File: src/rtl/prescale_pkg.sv
package prescale_pkg;
  localparam int DATA_W    = 32;
  localparam int FACT_MAX  = 15;
  localparam int EXP_MAX   = 7;
  localparam int BPC       = 4;
  localparam int FW        = $clog2(FACT_MAX + 1);
  localparam int EW        = $clog2(EXP_MAX + 1);
  localparam int STEPS     = DATA_W / BPC;
  localparam int CAND_CYC  = STEPS + 3;
  localparam int MAX_LAT   = FACT_MAX * (EXP_MAX + 1) * CAND_CYC + 4;

  typedef enum logic {ST_IDLE, ST_RUN} ctl_state_e;

  function automatic logic [7:0] pack_cfg(logic [FW-1:0] f, logic [EW-1:0] e);
    pack_cfg = {e[2:1], 1'b0, e[0], f[3:0]};
  endfunction
endpackage

File: src/rtl/presc_divider.sv
module presc_divider #(
  parameter int W   = 32,
  parameter int FW  = 4,
  parameter int BPC = 4
) (
  input  logic          clk_i,
  input  logic          rst_ni,
  input  logic          go_i,
  input  logic [W-1:0]  dividend_i,
  input  logic [FW-1:0] divisor_i,
  output logic [W-1:0]  quot_o,
  output logic          fin_o
);
  localparam int STEPS = W / BPC;
  localparam int CW    = $clog2(STEPS + 1);

  logic [W-1:0]  acc_q, acc_d;
  logic [FW-1:0] rem_q, rem_d;
  logic [CW-1:0] cnt_q;
  logic          fin_q;

  // BPC restoring steps per cycle; remainder stays below divisor
  always_comb begin
    logic [FW:0] t;
    acc_d = acc_q;
    rem_d = rem_q;
    for (int k = 0; k < BPC; k++) begin
      t = {rem_d, acc_d[W-1]};
      if (t >= {1'b0, divisor_i}) begin
        t     = t - {1'b0, divisor_i};
        acc_d = {acc_d[W-2:0], 1'b1};
      end else begin
        acc_d = {acc_d[W-2:0], 1'b0};
      end
      rem_d = t[FW-1:0];
    end
  end

  always_ff @(posedge clk_i or negedge rst_ni) begin
    if (!rst_ni) begin
      acc_q <= '0;
      rem_q <= '0;
      cnt_q <= '0;
      fin_q <= 1'b0;
    end else if (go_i) begin
      acc_q <= dividend_i;
      rem_q <= '0;
      cnt_q <= CW'(STEPS);
      fin_q <= 1'b0;
    end else if (cnt_q != '0) begin
      acc_q <= acc_d;
      rem_q <= rem_d;
      cnt_q <= cnt_q - CW'(1);
      fin_q <= (cnt_q == CW'(1));
    end else begin
      fin_q <= 1'b0;
    end
  end

  assign quot_o = acc_q;
  assign fin_o  = fin_q;
endmodule

File: src/rtl/presc_search_ctl.sv
module presc_search_ctl
  import prescale_pkg::*;
#(
  parameter int W = DATA_W
) (
  input  logic          clk_i,
  input  logic          rst_ni,
  input  logic          start_i,
  input  logic [W-1:0]  ref_i,
  input  logic [W-1:0]  want_i,
  input  logic [W-1:0]  quot_i,
  input  logic          fin_i,
  output logic          go_o,
  output logic [W-1:0]  dividend_o,
  output logic [FW-1:0] factor_o,
  output logic          busy_o,
  output logic          done_o,
  output logic [7:0]    cfg_o,
  output logic          err_o
);
  ctl_state_e    state_q;
  logic [W-1:0]  ref_q, want_q, best_s_q;
  logic [FW-1:0] fac_q, best_f_q;
  logic [EW-1:0] exp_q, best_e_q;
  logic          go_q, done_q, err_q;
  logic [7:0]    cfg_q;

  logic          over, hit, better, last;
  logic [W-1:0]  short, nb_s;
  logic [FW-1:0] nb_f;
  logic [EW-1:0] nb_e;

  always_comb begin
    over   = quot_i > want_q;
    hit    = quot_i == want_q;
    short  = want_q - quot_i;
    better = !over && !hit && (short < best_s_q);
    nb_f   = (hit || better) ? fac_q : best_f_q;
    nb_e   = (hit || better) ? exp_q : best_e_q;
    nb_s   = better ? short : best_s_q;
    last   = (fac_q == FW'(FACT_MAX)) && (exp_q == EW'(EXP_MAX));
  end

  always_ff @(posedge clk_i or negedge rst_ni) begin
    if (!rst_ni) begin
      state_q  <= ST_IDLE;
      ref_q    <= '0;
      want_q   <= '0;
      best_s_q <= '1;
      fac_q    <= '0;
      exp_q    <= '0;
      best_f_q <= '0;
      best_e_q <= '0;
      go_q     <= 1'b0;
      done_q   <= 1'b0;
      err_q    <= 1'b0;
      cfg_q    <= '0;
    end else begin
      go_q   <= 1'b0;
      done_q <= 1'b0;
      case (state_q)
        ST_IDLE: if (start_i) begin
          ref_q  <= ref_i;
          want_q <= want_i;
          if (ref_i == want_i) begin
            cfg_q  <= '0;
            err_q  <= 1'b1;
            done_q <= 1'b1;
          end else begin
            fac_q    <= FW'(1);
            exp_q    <= '0;
            best_f_q <= '0;
            best_e_q <= '0;
            best_s_q <= '1;
            go_q     <= 1'b1;
            state_q  <= ST_RUN;
          end
        end
        ST_RUN: if (fin_i) begin
          if (hit || last) begin
            cfg_q   <= pack_cfg(nb_f, nb_e);
            err_q   <= (nb_f == '0);
            done_q  <= 1'b1;
            state_q <= ST_IDLE;
          end else begin
            best_f_q <= nb_f;
            best_e_q <= nb_e;
            best_s_q <= nb_s;
            if (exp_q == EW'(EXP_MAX)) begin
              exp_q <= '0;
              fac_q <= fac_q + FW'(1);
            end else begin
              exp_q <= exp_q + EW'(1);
            end
            go_q <= 1'b1;
          end
        end
        default: state_q <= ST_IDLE;
      endcase
    end
  end

  assign go_o       = go_q;
  assign dividend_o = ref_q >> exp_q;
  assign factor_o   = fac_q;
  assign busy_o     = (state_q == ST_RUN);
  assign done_o     = done_q;
  assign cfg_o      = cfg_q;
  assign err_o      = err_q;
endmodule

File: src/rtl/clk_prescale_search.sv
module clk_prescale_search
  import prescale_pkg::*;
(
  input  logic              clk_i,
  input  logic              rst_ni,
  input  logic              start_i,
  input  logic [DATA_W-1:0] ref_hz_i,
  input  logic [DATA_W-1:0] want_hz_i,
  output logic              busy_o,
  output logic              done_o,
  output logic [7:0]        cfg_o,
  output logic              err_o
);
  logic              go;
  logic              fin;
  logic [DATA_W-1:0] dividend, quot;
  logic [FW-1:0]     factor;

  presc_search_ctl #(.W(DATA_W)) u_ctl (
    .clk_i, .rst_ni, .start_i,
    .ref_i(ref_hz_i), .want_i(want_hz_i),
    .quot_i(quot), .fin_i(fin),
    .go_o(go), .dividend_o(dividend), .factor_o(factor),
    .busy_o, .done_o, .cfg_o, .err_o
  );

  presc_divider #(.W(DATA_W), .FW(FW), .BPC(BPC)) u_div (
    .clk_i, .rst_ni, .go_i(go),
    .dividend_i(dividend), .divisor_i(factor),
    .quot_o(quot), .fin_o(fin)
  );
endmodule

File: config.mk
export PLATFORM = sky130hd
export DESIGN_NAME = clk_prescale_search
export DESIGN_NICKNAME = d
export VERILOG_FILES = /design/src/rtl/prescale_pkg.sv /design/src/rtl/presc_divider.sv /design/src/rtl/presc_search_ctl.sv /design/src/rtl/clk_prescale_search.sv
export SDC_FILE = /design/constraint.sdc
export NUM_CORES = 1
export LEC_CHECK = 0
export ABC_AREA = 1
export BUFFER_PORTS_ARGS = -buffer_cell sky130_fd_sc_hd__buf_2
export CORE_MARGIN = 8
export CORE_UTILIZATION = 52
export DETAILED_ROUTE_END_ITERATION = 10
export PLACE_DENSITY_LB_ADDON = 0.25
export SKIP_LAST_GASP = 1
export SYNTH_ARGS = -nofsm -noshare
export SYNTH_HDL_FRONTEND = slang
export SYNTH_SLANG_ARGS = --single-unit
File: constraint.sdc
create_clock -name clk_i -period 5.96 [get_ports clk_i]
set_input_delay 0 -clock clk_i [delete_from_list [all_inputs] [get_ports clk_i]]
set_output_delay 0 -clock clk_i [all_outputs]
set_load 0.1 [all_outputs]
# Word level (Yosys, flattened, before mapping)
# Index checks and enable logic that the tools add are counted.
# word_totals
register_bits,163
out_inout_bits,11
wordCells,126
# op_classes
addsub,8
order_cmp,6
n_eq_ne,13
n_shift,1
muxes,66
bitwise_logic,1
reduce_logical,15
# ops
op,n
2-to-1 mux 32 bit,7
2-to-1 mux 4 bit,18
== test 32 bit,2
case mux 32 bit (2 select lines),1
greater-than comparator 32 bit,1
< comparator 32 bit,1
2-to-1 mux 8 bit,4
>> shifter 32 x 3 -> 32 bit,1
subtractor 32 bit,1
2-to-1 mux 3 bit,8
>= comparator 5 x 4 -> 1 bit,4
2-to-1 mux 1 bit,19
case mux 4 bit (2 select lines),2
case mux 8 bit (2 select lines),1
subtractor 4 bit,4
!= test 2 bit (second input constant),6
case mux 3 bit (2 select lines),2
AND reduction 5 bit,2
case mux 1 bit (2 select lines),4
AND reduction 4 bit,2
adder 4 x 1 -> 4 bit (second input constant),1
== test 4 x 1 -> 1 bit (second input constant),1
== test 4 bit (second input constant),1
logical NOT 4 bit,1
other kinds (11),16

# Depth between registers and ports, before layout
# Gate-level depths: netlist of run 1.
# depth
word_depth,10
ltp_mapped,37
depth_no_buf,37

# By module
# From an unflattened synthesis of run 1, not the netlist that was laid out.
# hier_totals
cells_unflattened,1657
area_unflattened_um2,11725.0
# modules_own_cells
module,n_inst,cells_per_inst,area_per_inst_um2,seq_area_each_um2
presc_search_ctl,1,1319,8994.9,3067.9
presc_divider,1,338,2730.1,1026.0

# Worst setup path after synthesis of run 1
# OpenSTA, ideal clock, no wires.
# synth_timing
kind,register -> register
from,reg u_ctl.fac_q[1] (netlist: u_ctl.factor_o[1])
to,reg u_div.rem_q[1]
t_arrival_ns,5.524
required_ns,5.842
setup_slack_ns,0.318
path_stages_with_launch,36
path_cell_list,dfrtp_1 -> inv_1 -> ha_1 -> nand2_1 -> o21ai_1 -> nand2_1 -> nand3_1 -> inv_2 -> or2_1 -> o21ai_0 -> ha_1 -> nand2_1 -> a21oi_1 -> a211oi_1 -> nand2_1 -> o21ai_0 -> inv_1 -> ha_1 -> nand2_1 -> nor2_1 -> a211oi_1 -> nand2_1 -> a21oi_1 -> nand3_1 -> o21ai_0 -> inv_1 -> ha_1 -> a21oi_1 -> o21ai_0 -> a31o_2 -> a21oi_1 -> nand3_2 -> inv_2 -> nand2_1 -> nand3_1 -> nand2_1
# synth_via
elab_chain_len,10
word_cells_on_any_way,14
classes_between,add/sub (4); order compare (4); mux (6)
# synth_lines
element,line_no,rtl
from (decl),presc_search_ctl.sv:23,"logic [FW-1:0] fac_q, best_f_q;"
from (signal assigned),presc_search_ctl.sv:91,fac_q <= fac_q + FW'(1);
subtractor 4 bit or >= comparator 5 x 4 -> 1 bit (tied branches),"presc_divider.sv:30, presc_divider.sv:29",
2-to-1 mux 4 bit,presc_divider.sv:29,"if (t >= {1'b0, divisor_i}) begin"
subtractor 4 bit or >= comparator 5 x 4 -> 1 bit (tied branches),"presc_divider.sv:30, presc_divider.sv:29",
2-to-1 mux 4 bit,presc_divider.sv:29,
>= comparator 5 x 4 -> 1 bit or subtractor 4 bit (tied branches),"presc_divider.sv:29, presc_divider.sv:30",
2-to-1 mux 4 bit,presc_divider.sv:29,
subtractor 4 bit or >= comparator 5 x 4 -> 1 bit (tied branches),"presc_divider.sv:30, presc_divider.sv:29",
2-to-1 mux 4 bit (*),presc_divider.sv:29,
2-to-1 mux 4 bit (*),presc_divider.sv:50,end else if (cnt_q != '0) begin
2-to-1 mux 4 bit (*),presc_divider.sv:45,end else if (go_i) begin
to (signal assigned),presc_divider.sv:52,rem_q <= rem_d;
to (decl),presc_divider.sv:18,"logic [FW-1:0] rem_q, rem_d;"
# Every way passes the cells marked *; elsewhere a longest branch is shown, timed or not. The select of a mux whose other input is x is not followed.
# A chain may end at the register's enable or synchronous reset.

# Worst setup path after layout of run 1
# layout_timing
from,reg u_ctl.fac_q[2] (netlist: u_ctl.factor_o[2])
to,reg u_div.rem_q[1]
# The elaborated chain is that of the path after synthesis.

==> results.md, run 1 <==
* Ys async rst share at 100.0%
* Final std cells w/o fill at 2066
* Worst vdd ir at 0.4997 mV
* Ranking of synthesized cells by area: dfrtp_1, nand2_1, ha_1
* LEAKAGE at 7.261 nW
* Gate power share at 65.1%
* Clock buffer count from CTS at 17
* Global-route wire length before repair at 52.48 mm
* Post-synth EDFFs at 0
* DR vias/cell at 5.393
* CP max stage delay at 0.37 ns
* Clk_lat worst skew at 0.45 ns
* DRC Markers at 0
* Internal power at 4.135 mW
* Worst slew margin at 30.91%
* Synthesized cell area at about 12000 um^2
* Layout cell share with drive strength beyond 1 at 12.44%
* Critical path launch point type: flop
* Outcome: complete, no violations
* Switch share at 49.75%
* Library cells used by synthesis at 53
* Fin nets at approximately 1900
* Adder-cell area share of the yosys netlist at 10.05%
* Pwr/cell area at 601.4 nW/um^2
* Final period utilization at 94.35%
* Worst Path Max Fanout at 6
* Core area at 21820 um^2
* Sequential cell area fraction in the yosys report at between 30% and 40%
* Most used flip-flop cell after synthesis: dfrtp_1
* Hold WC Path Type: in2async
* Final hold viol count at 0
* Iter 0 DRT Violations at 878
* Die Ht at 165.2 um
* Reg clk slew, reported paths at 0.08 ns
* Synth top area share at 28.10%
* Ys Warns at 0
* Post-synthesis mux area share at 0.3458%
* Post-synthesis compound-gate area fraction at between 10% and 20%
* Area grow syn2layout at 18.18%
* Overall Global Routing Usage at 24.14%
* Flip-flop and latch area at approximately 4000 um^2
* Die area at 27290 um^2
* Total clock sinks at 162
* Post-synthesis register bit count at roughly 160
* Multi-input logic area at 6372 um^2
* Root Buffer: clkbuf_16
* Rows at 54
* Final WL at 32.61 mm
* Arr. time, crit path at 5.96 ns
* Yosys top cell by area: dfrtp_1
* Filler cells at 1894
* IO Port Bufs at 76
* Largest family of logic cells by synthesized area: simple AND/OR/NAND/NOR gates
* Worst Path Required at 6.29 ns
* Seq pwr share at 21.2%
* Setup CP Type: reg2reg
* Syn_nets at 1789
* Post-synthesis area per instance at 7.094 um^2
* Clock skew at 0.01728 ns
* Synthesized instance count at 1632
* H-tree levels at 4
* 1st-pass router iterations at 6
* Crit-path slowest cell: dfrtp_1
* Die W at around 170 um
* Largest net degree at the start of global routing at around 120
* Net Sw Power at 4.093 mW
* Average routed wire per standard cell at around 16 um
* Vias in the first global route at 10570
* Via count at 11140
* Initial core utilization at 53.05%
* Post-synth top cells: nand2_1, inv_1, dfrtp_1, o21ai_0, nor2_1
* DP Cell Count at 1953
* XOR/XNOR Fraction of Synth Area at roughly 2.6%
* Worst slack, placed at -0.2549 ns
* Design Power at 8.229 mW
* CTS max path bufs at 2
* Final worst-path setup slack at around 0.34 ns
* Fin crit period at 5.623 ns
* Max-cap violation count at 0
* Clock group share of total power at ~14%
* Initial antenna violation count at 1
* F_max at approximately 0.18 GHz
* Most common cell on crit path: nand2_1
* Final Slew Violations at 0
* Slew @ Worst Pin at 1.036 ns
* Post-synthesis simple-gate area fraction at between 20% and 30%
* Most common cell in the netlist: nand2_1
* Final setup viols at 0
* RePlAce Congestion at 0.9284
* Total gr overflow at 0
* Detailed placement HPWL at 23.58 mm
* Io pins at 78
* Crit end category: flop
* Antenna-violating nets left at 0
* CTS tree: built
[final timing paths]
| kind | startpoint | slack (ns) | to | depth (start not counted) |
|---|---|---|---|---|
| worst max-delay path | u_ctl.factor_o[2]$_DFFE_PN0P_ | 0.34 | u_div.rem_q[1]$_DFFE_PN0P_ | 35 |
| worst min-delay path | rst_ni | 0.18 | u_ctl.want_q[6]$_DFFE_PN0P_ | 2 |
| worst max register to register | u_ctl.factor_o[2]$_DFFE_PN0P_ | 0.34 | u_div.rem_q[1]$_DFFE_PN0P_ | 35 |
| worst min register to register | u_ctl.best_s_q[4]$_DFFE_PN1P_ | 0.48 | u_ctl.best_s_q[4]$_DFFE_PN1P_ | 2 |
| max in group asynchronous | rst_ni | 4.26 | u_ctl.done_o$_DFF_PN0_ | 3 |
| min in group clk_i | start_i | 0.18 | u_ctl.done_o$_DFF_PN0_ | 5 |
[critical path: cells and delay by family, from the launching register on]
kind | cells | cell delay [ns]
AO/OA/AOI/OAI | 12 | 2.02
AND/OR/NAND/NOR | 14 | 1.47
adder cells (fa/ha/maj) | 4 | 1.25
flip-flops | 1 | 0.37
buffers and inverters | 5 | 0.37
[final cells by class]
| class | instances | share of cell area [%] |
|---|---|---|
| multi-input cells | 1163 | 46.58 |
| clock buffers | 17 | 3.109 |
| repair buffers | 171 | 9.374 |
| well taps | 280 | 2.561 |
| inverters | 257 | 7.069 |
| clock inverters | 15 | 1.372 |
| diodes | 1 | 0.01829 |
| flip-flops and latches | 162 | 29.92 |
[flip-flops by register name, summed over array words and instances (netlist names)]
name / flops
u_div.fin_o: 1
u_div.cnt_q: 4
u_ctl.busy_o: 1
u_ctl.best_e_q: 3
u_ctl.want_q: 32
u_ctl.best_f_q: 4
u_ctl.done_o: 1
u_ctl.best_s_q: 32
u_ctl.factor_o: 4
u_div.quot_o: 32
u_ctl.err_o: 1
u_div.rem_q: 4
u_ctl.exp_q: 3
u_ctl.go_o: 1
u_ctl.cfg_o: 7
u_ctl.ref_q: 32
[power groups by stage]
stage | Combinational [mW] | Clock (mW) | Sequential [mW]
floorplan | 3.80 | 0 | 1.65
global placement | 4.71 | 0 | 1.74
detailed placement | 4.88 | 0 | 1.75
CTS | 5.05 | 1.14 | 1.73
global route | 6.04 | 1.18 | 1.78
finish | 5.35 | 1.13 | 1.74
[routing by layer]
metal,track usage (%),wire (um)
met4,8.518,809
met3,4.611,1952
met5,0,0
met1,32.90,15170
met2,37.70,14680
[cell usage in the layout, fill, tap and decap left out, types with 23 or more instances in the layout]
master	n
xor2_1	25
buf_2	75
o21ai_0	126
dfstp_2	32
nand4_1	24
nand3_1	41
dfrtp_1	130
a31oi_1	23
dlygate4sd3_1	73
inv_1	247
a21oi_1	90
ha_1	84
nand2_1	478
nor2_1	119
[what timing repair did]
item	4_1_cts	5_1_grt
pin swaps	0	9
endpoints found under the hold margin	113	0
resized for setup	8	11
setup buffers	0	7
setup endpoints to repair	5	5
hold buffers	73	0
[through the flow]
stage / hold WS (ns) / setup TNS, ns / util (%) / cell area (um^2)
after floorplan: -0.2956 / 0 / - / 11580
after global placement: 0.09177 / 0 / 55.93 / 12210
after detailed placement: 0.09785 / -1.156 / 55.93 / 12210
after CTS: 0.1776 / 0 / 62.20 / 13570
after global routing: 0.2455 / -0.2143 / 62.69 / 13680
final: 0.1759 / 0 / 62.69 / 13680
[cell families after synthesis]
family,after synthesis
adders and majority gates,90
buffers and inverters,307
other,1
muxes,4
AOI/OAI and AO/OA,331
and+or+nand+nor,703
DFF,162
xor gates and xnor gates,34
(Power assumes the default switching activity.)
==> run 2, diff against run 1 <==
--- a/config.mk
+++ b/config.mk
@@ -14,4 +14,5 @@
 export SKIP_LAST_GASP = 1
 export SYNTH_ARGS = -nofsm -noshare
 export SYNTH_HDL_FRONTEND = slang
+export SYNTH_HIERARCHICAL = 1
 export SYNTH_SLANG_ARGS = --single-unit
==> run 2 against run 1 <==
Non-clock buffer count shrank 18. Setup slack better by 0.14 ns. Fmax is 2.6% higher. Via count grew 0.22%. Register-to-register slack better by 0.14 ns. Sequential share of layout area up 0.16 points. First-iteration DRC count is 4.1% higher. Worst hold slack worse by 0.13 ns. Utilization decreased by 1.8 points. Flip-flop and latch count did not move. Critical path depth grew 2.
==> results.md, run 2 <==
* Outcome: complete, no violations
* Detail Route met2 WL at 15.22 mm (+3.7%)
* Setup CP Type: reg2reg
* Slew @ Worst Pin at 1.020 ns (-0.01588 ns)
* Root Buffer: clkbuf_16
* RePlAce Congestion at 0.9023 (-2.8%)
* Max-cap violation count at 0 (unchanged)
* 1st-pass router iterations at 5 (-1)
* Final Slew Violations at 0 (unchanged)
* Vias in the first global route at 10880 (+3.0%)
* Die Ht at 166.2 um (+0.58%)
* F_max at 0.1824 GHz (+2.6%)
* Detailed placement HPWL at 24.49 mm (+3.9%)
* Most common cell in the netlist: nand2_1
* Clk_lat worst skew at 0.43 ns (-0.02 ns)
* Placed cell area at 12310 um^2 (+0.85%)
* Rows at 55 (+1.9%)
* Arr. time, crit path at 5.80 ns (-0.16 ns)
* Synthesized cell area at 11720 um^2 (+1.3%)
* Most common cell after layout, fill and taps aside: nand2_1
* Average routed wire per standard cell at 15.90 um (+0.77%)
* Post-synth top cells: nand2_1, inv_1, o21ai_0
* Most used flip-flop cell after synthesis: dfrtp_1
* Synthesized instance count at 1657 (+1.5%)
* Iter 0 DRT Violations at 914 (+4.1%)
* Total clock sinks at 162 (unchanged)
* CP Buf/Inv Count at 8 (+3)
* Overall Global Routing Usage at 23.79% (-0.35 points)
* Via count at 11170 (+0.22%)
* Post-synthesis mux area share at 0.4268% (+0.081 points)
* Total gr overflow at 0 (unchanged)
* CTS tree: built
* XOR/XNOR Fraction of Synth Area at 2.839% (+0.27 points)
* Yosys top cell by area: dfrtp_1
* Critical path launch point type: flop
* Synth top area share at 27.75% (-0.35 points)
* Initial core utilization at 52.43% (-0.62 points)
* Final WL at 33.05 mm (+1.4%)
* Adder-cell area share of the yosys netlist at 9.924% (-0.13 points)
* Antenna-violating nets left at 0 (unchanged)
* Most common cell on crit path: nand2_1
* Commonest non-fill, non-tap cells in the layout: nand2_1, inv_1, o21ai_0
* Fin crit period at 5.482 ns (-0.1410 ns)
* Worst slew margin at 31.90% (+0.98 points)
* Reg clk slew, reported paths at 0.07 ns (about the same)
* Final worst-path setup slack at 0.4779 ns (+0.1410 ns)
* Crit end category: flop
* Final Core Density at 60.87% (-1.8 points)
* Final setup viols at 0 (unchanged)
* Metal3 WL at 2.302 mm (+18%)
* Final period utilization at 91.98% (-2.4 points)
* Post-synthesis register bit count at 162 (unchanged)
* Final hold viol count at 0 (unchanged)
* Post-synthesis compound-gate area fraction at 13.62% (-2.7 points)
* Ranking of synthesized cells by area: dfrtp_1, nand2_1, ha_1
* Ys async rst share at 100.0% (unchanged)
* Post-synthesis area per instance at 7.076 um^2 (-0.25%)
* IO Port Bufs at 76 (unchanged)
* CTS max path bufs at 2 (unchanged)
* Io pins at 78 (unchanged)
* Final instance area at 13610 um^2 (-0.49%)
* Sequential cell area fraction in the yosys report at 34.92% (-0.45 points)
* DRC Markers at 0 (unchanged)
* H-tree levels at 4 (unchanged)
* Top sig layer: met4
* Layout cell share with drive strength beyond 1 at 11.49% (-0.95 points)
* Initial antenna violation count at 0 (-1)
* Worst Hold Margin at 0.04538 ns (-0.1306 ns)
* Die area at 27610 um^2 (+1.2%)
* Core area at 22370 um^2 (+2.5%)
* Ys Warns at 6 (+6)
* Fin nets at 1937 (+0.41%)
* Clock buffer count from CTS at 17 (unchanged)
* Hold WC Path Type: in2reg
* Crit-path slowest cell: dfrtp_1
* Library cells used by synthesis at 55 (+3.8%)
* Worst Path Max Fanout at 6 (unchanged)
* Global-route wire length before repair at 54.08 mm (+3.1%)
* Worst slack, placed at 0.3450 ns (+0.5999 ns)
* Largest net degree at the start of global routing at 96 (-17%)
* Delay-heaviest family, CP: simple AND/OR/NAND/NOR gates
* DR vias/cell at 5.373 (-0.36%)
* Worst Path Required at 6.28 ns (about the same)
* CP max stage delay at 0.40 ns (+0.03 ns)
* Diode count at 0 (-1)
* Flop2flop setup slack at 0.48 ns (+0.14 ns)
* Die W at 166.2 um (+0.58%)
* Post-synthesis simple-gate area fraction at 27.85% (+2.9 points)
* Area grow syn2layout at 16.11%
* Post-synth EDFFs at 0 (unchanged)
* Syn_nets at 1814 (+1.4%)
* Metal-1 WL at 14.70 mm (-3.1%)
* Largest family of logic cells by synthesized area: simple AND/OR/NAND/NOR gates
* Clock skew at 0.01366 ns (-0.003624 ns)
run 2: area by class of cell:
cell class,instances,area (um^2)
Inverter,257,973.4
Timing Repair Buffer,153,1127
Multi-Input combinational cell,1189,6455
Tap cell,285,356.6
Clock buffer,17,425.4
Fill cell,2019,8751
Clock inverter,15,181.4
Sequential cell,162,4095
run 2: cell families (layout without fill, tap and decap cells):
family | Yosys count | in the layout
AND/OR/NAND/NOR | 763 | 763
buffers and inverters | 306 | 442
AO/OA/AOI/OAI | 292 | 292
flip-flops | 162 | 162
adder cells (fa/ha/maj) | 90 | 90
XOR/XNOR | 38 | 38
multiplexers | 5 | 5
other | 1 | 1
run 2: path summary, 6_finish.rpt:
kind | from | end | cells past startpoint
min in group asynchronous | rst_ni | u_ctl/ref_q[1]$_DFFE_PN0P_ | 2
max | u_div/quot_o[31]$_DFFE_PN0P_ | u_div/rem_q[3]$_DFFE_PN0P_ | 37
min | start_i | u_ctl/busy_o$_DFF_PN0_ | 3
max reg2reg | u_div/quot_o[31]$_DFFE_PN0P_ | u_div/rem_q[3]$_DFFE_PN0P_ | 37
min reg2reg | u_ctl/best_s_q[29]$_DFFE_PN1P_ | u_ctl/best_s_q[29]$_DFFE_PN1P_ | 2
max in group asynchronous | rst_ni | u_div/rem_q[3]$_DFFE_PN0P_ | 3
run 2: routing by layer:
layer  global-route usage [%]  vias up
met2                    39.55      380
met4                    7.549        0
met3                    4.493       47
met1                    30.78     5188
li1                         -     5550
met5                        0        -
run 2: timing repair:
item                                    4_1_cts  5_1_grt
endpoints found under the hold margin       137        0
gates resized for setup                       0       10
endpoints found under the setup margin        0        5
setup buffers                                 0        1
hold buffers                                 65        0
run 2: worst register-to-register path: cells and delay by family (launching register included):
family / cells / cell delay [ns]
and+or+nand+nor: 18 / 2.02
adders and majority gates: 5 / 1.38
AOI/OAI and AO/OA: 5 / 0.78
buffers and inverters: 8 / 0.56
DFF: 1 / 0.40
xor gates and xnor gates: 1 / 0.23
run 2: through the flow:
step,TNS (ns),cells
3_3_place_gp,0,1980
2_1_floorplan,0,1657
3_5_place_dp,0,1980
4_1_cts,0,2077
5_1_grt,-0.03674,2078
6_report,0,2078
Power of run 2 is not shown: default switching activity piles up to over one toggle a cycle in this logic, so the estimate is an artifact.
==> run 3, diff against run 2 <==
--- a/config.mk
+++ b/config.mk
@@ -9,6 +9,7 @@
 export BUFFER_PORTS_ARGS = -buffer_cell sky130_fd_sc_hd__buf_2
 export CORE_MARGIN = 8
 export CORE_UTILIZATION = 52
+export CTS_CLUSTER_DIAMETER = 50
 export DETAILED_ROUTE_END_ITERATION = 10
 export PLACE_DENSITY_LB_ADDON = 0.25
 export SKIP_LAST_GASP = 1
==> constraint.sdc (replaced) <==
create_clock -name clk_i -period 5.1 [get_ports clk_i]
set_input_delay 0 -clock clk_i [delete_from_list [all_inputs] [get_ports clk_i]]
set_output_delay 0 -clock clk_i [all_outputs]
set_load 0.1 [all_outputs]
==> run 3 against run 2 <==
Non-clock buffer count rose by 34. Global-route usage fell by 0.056 points. Fmax rose by 14%. Clock skew down 0.0010 ns. Worst hold slack improved by 0.096 ns. Register-to-register slack got worse by 0.17 ns. Setup slack lost 0.17 ns. Critical path depth is 1 lower. Sequential share of layout area shrank 0.87 points. Wire length increased by 0.14%. Final area grew 3.0%. Clock-buffer cell count did not move.
==> results.md, run 3 (synthesis gave the netlist of run 2 again) <==
* F_max at 0.2088 GHz (+14%)
* Crit-path slowest cell: fa_2
* Clock buffer count from CTS at 17 (unchanged)
* Critical path launch point type: flop
* RePlAce Congestion at 0.9089 (+0.73%)
* CTS max path bufs at 2 (unchanged)
* Total gr overflow at 0 (unchanged)
* Multi-input logic area at 6626 um^2 (+2.7%)
* Area grow syn2layout at 19.59%
* Final hold viol count at 0 (unchanged)
* CP Buf/Inv Count at 9 (+1)
* 1st-pass router iterations at 5 (unchanged)
* Die Ht at 166.2 um (unchanged)
* Largest net degree at the start of global routing at 121 (+26%)
* Delay-heaviest family, CP: simple AND/OR/NAND/NOR gates
* Initial antenna violation count at 1 (+1)
* Most common cell after layout, fill and taps aside: nand2_1
* DRC Markers at 0 (unchanged)
* Slew @ Worst Pin at 1.159 ns (+0.1390 ns)
* Max-cap violation count at 0 (unchanged)
* Filler cells at 1988 (-1.5%)
* Final WL at 33.10 mm (+0.14%)
* H-tree levels at 4 (unchanged)
* Core area at 22370 um^2 (unchanged)
* Final Slew Violations at 0 (unchanged)
* Reg clk slew, reported paths at 0.07 ns (about the same)
* Most common cell on crit path: nand2_2
* Detailed placement HPWL at 24.27 mm (-0.90%)
* Fin nets at 1971 (+1.8%)
* CTS tree: built
* Io pins at 78 (unchanged)
* Flip-flop and latch area at 4096 um^2 (about the same)
* Unrepaired setup endpoints after global routing: yes
* Crit end category: flop
* Final period utilization at 93.90% (+1.9 points)
* CP max stage delay at 0.40 ns (about the same)
* DR vias/cell at 5.321 (-0.97%)
* Vias in the first global route at 10880 (-0.028%)
* Worst Path Required at 5.41 ns (-0.87 ns)
* Worst Path Max Fanout at 4 (-2)
* Total clock sinks at 162 (unchanged)
* Root Buffer: clkbuf_16
* Die area at 27610 um^2 (unchanged)
* Worst slew margin at 22.71% (-9.2 points)
* Final setup viols at 0 (unchanged)
* Overall Global Routing Usage at 23.73% (-0.056 points)
* Fin crit period at 4.789 ns (-0.6934 ns)
* Final Core Density at 62.70% (+1.8 points)
* Reg2Reg Depth at 36 (-2.7%)
* Clock skew at 0.01261 ns (-0.001046 ns)
* IO Port Bufs at 76 (unchanged)
* Layout cell share with drive strength beyond 1 at 14.67% (+3.2 points)
* Hold WC Path Type: in2async
* Average routed wire per standard cell at 15.67 um (-1.5%)
* Global-route wire length before repair at 53.87 mm (-0.40%)
* Placed cell area at 12410 um^2 (+0.83%)
* Clk_lat worst skew at 0.43 ns (about the same)
* Die W at 166.2 um (unchanged)
* Iter 0 DRT Violations at 934 (+2.2%)
* Setup CP Type: reg2reg
* GR peak layer: met2
* Commonest non-fill, non-tap cells in the layout: nand2_1, inv_1, o21ai_0
* Arr. time, crit path at 5.10 ns (-0.70 ns)
* Critical path depth at 36 (-2.7%)
* Met2 Use GR at 40.00% (+0.45 points)
* M1 GR Usage at 30.11% (-0.67 points)
* Rows at 55 (unchanged)
* Antenna-violating nets left at 0 (unchanged)
* Final instance area at 14020 um^2 (+3.0%)
* Outcome: complete, no violations
* Initial core utilization at 52.43% (unchanged)
* Met3 usage at 5.182% (+0.69 points)
* Via count at 11240 (+0.65%)
* Diode count at 0 (unchanged)
## run 3: cell types whose count changed in the layout (fill, tap and decap cells not counted), moves of 2 or more
cell and change:
dlygate4sd3_1 +5, inv_2 +7, nor2_1 -2, inv_1 -7
ha_4 +8, buf_4 +29, ha_1 -8, inv_8 -3
clkinv_4 +2, clkinvlp_4 +3, nand2_1 -10, nand2_2 +10
## run 3: timing repair
action | CTS | global route
setup buffers | 2 | 15
gates resized for setup | 5 | 39
setup endpoints to repair | 5 | 5
pin swaps | 4 | 34
hold endpoints to repair | 135 | 0
hold buffers | 70 | 0
## run 3: cell type report
class,count,area share [%]
Tap cell,285,2.543
Inverter,257,6.942
Timing Repair Buffer,187,9.949
Clock inverter,15,1.062
Multi-Input combinational cell,1189,47.26
Clock buffer,17,3.034
Sequential cell,162,29.21
## run 3: layer usage
metal	up-vias	share of wire (%)	wire, um
met2	334	47	15580
li1	5613	-	-
met4	2	2.3	769
met3	52	6.2	2037
met5	-	0.027	9
met1	5237	44	14700
## run 3: through the flow
stage | cells | hold slack (ns) | worst slack (ns) | TNS [ns]
floorplan | 1657 | -0.2956 | 0.08963 | 0
global placement | 1993 | 0.05003 | 0.1172 | 0
detailed placement | 1993 | 0.05100 | -0.03710 | -0.07576
CTS | 2097 | 0.1662 | 0.02143 | 0
global route | 2112 | 0.2005 | -0.09060 | -0.2441
finish | 2112 | 0.1411 | 0.3113 | 0
## run 3: path summary, 6_finish.rpt
path,slack (ns),to,from
worst min-delay path,0.14,u_ctl/want_q[1]$_DFFE_PN0P_,rst_ni
worst min register to register,0.48,u_ctl/cfg_o[1]$_DFFE_PN0P_,u_ctl/cfg_o[1]$_DFFE_PN0P_
min in group clk_i,0.40,u_ctl/want_q[23]$_DFFE_PN0P_,want_hz_i[23]
worst max-delay path,0.31,u_div/rem_q[2]$_DFFE_PN0P_,u_div/quot_o[31]$_DFFE_PN0P_
worst max register to register,0.31,u_div/rem_q[2]$_DFFE_PN0P_,u_div/quot_o[31]$_DFFE_PN0P_
max in group asynchronous,3.85,u_div/quot_o[22]$_DFFE_PN0P_,rst_ni
Power of run 3 is left out for the same reason.
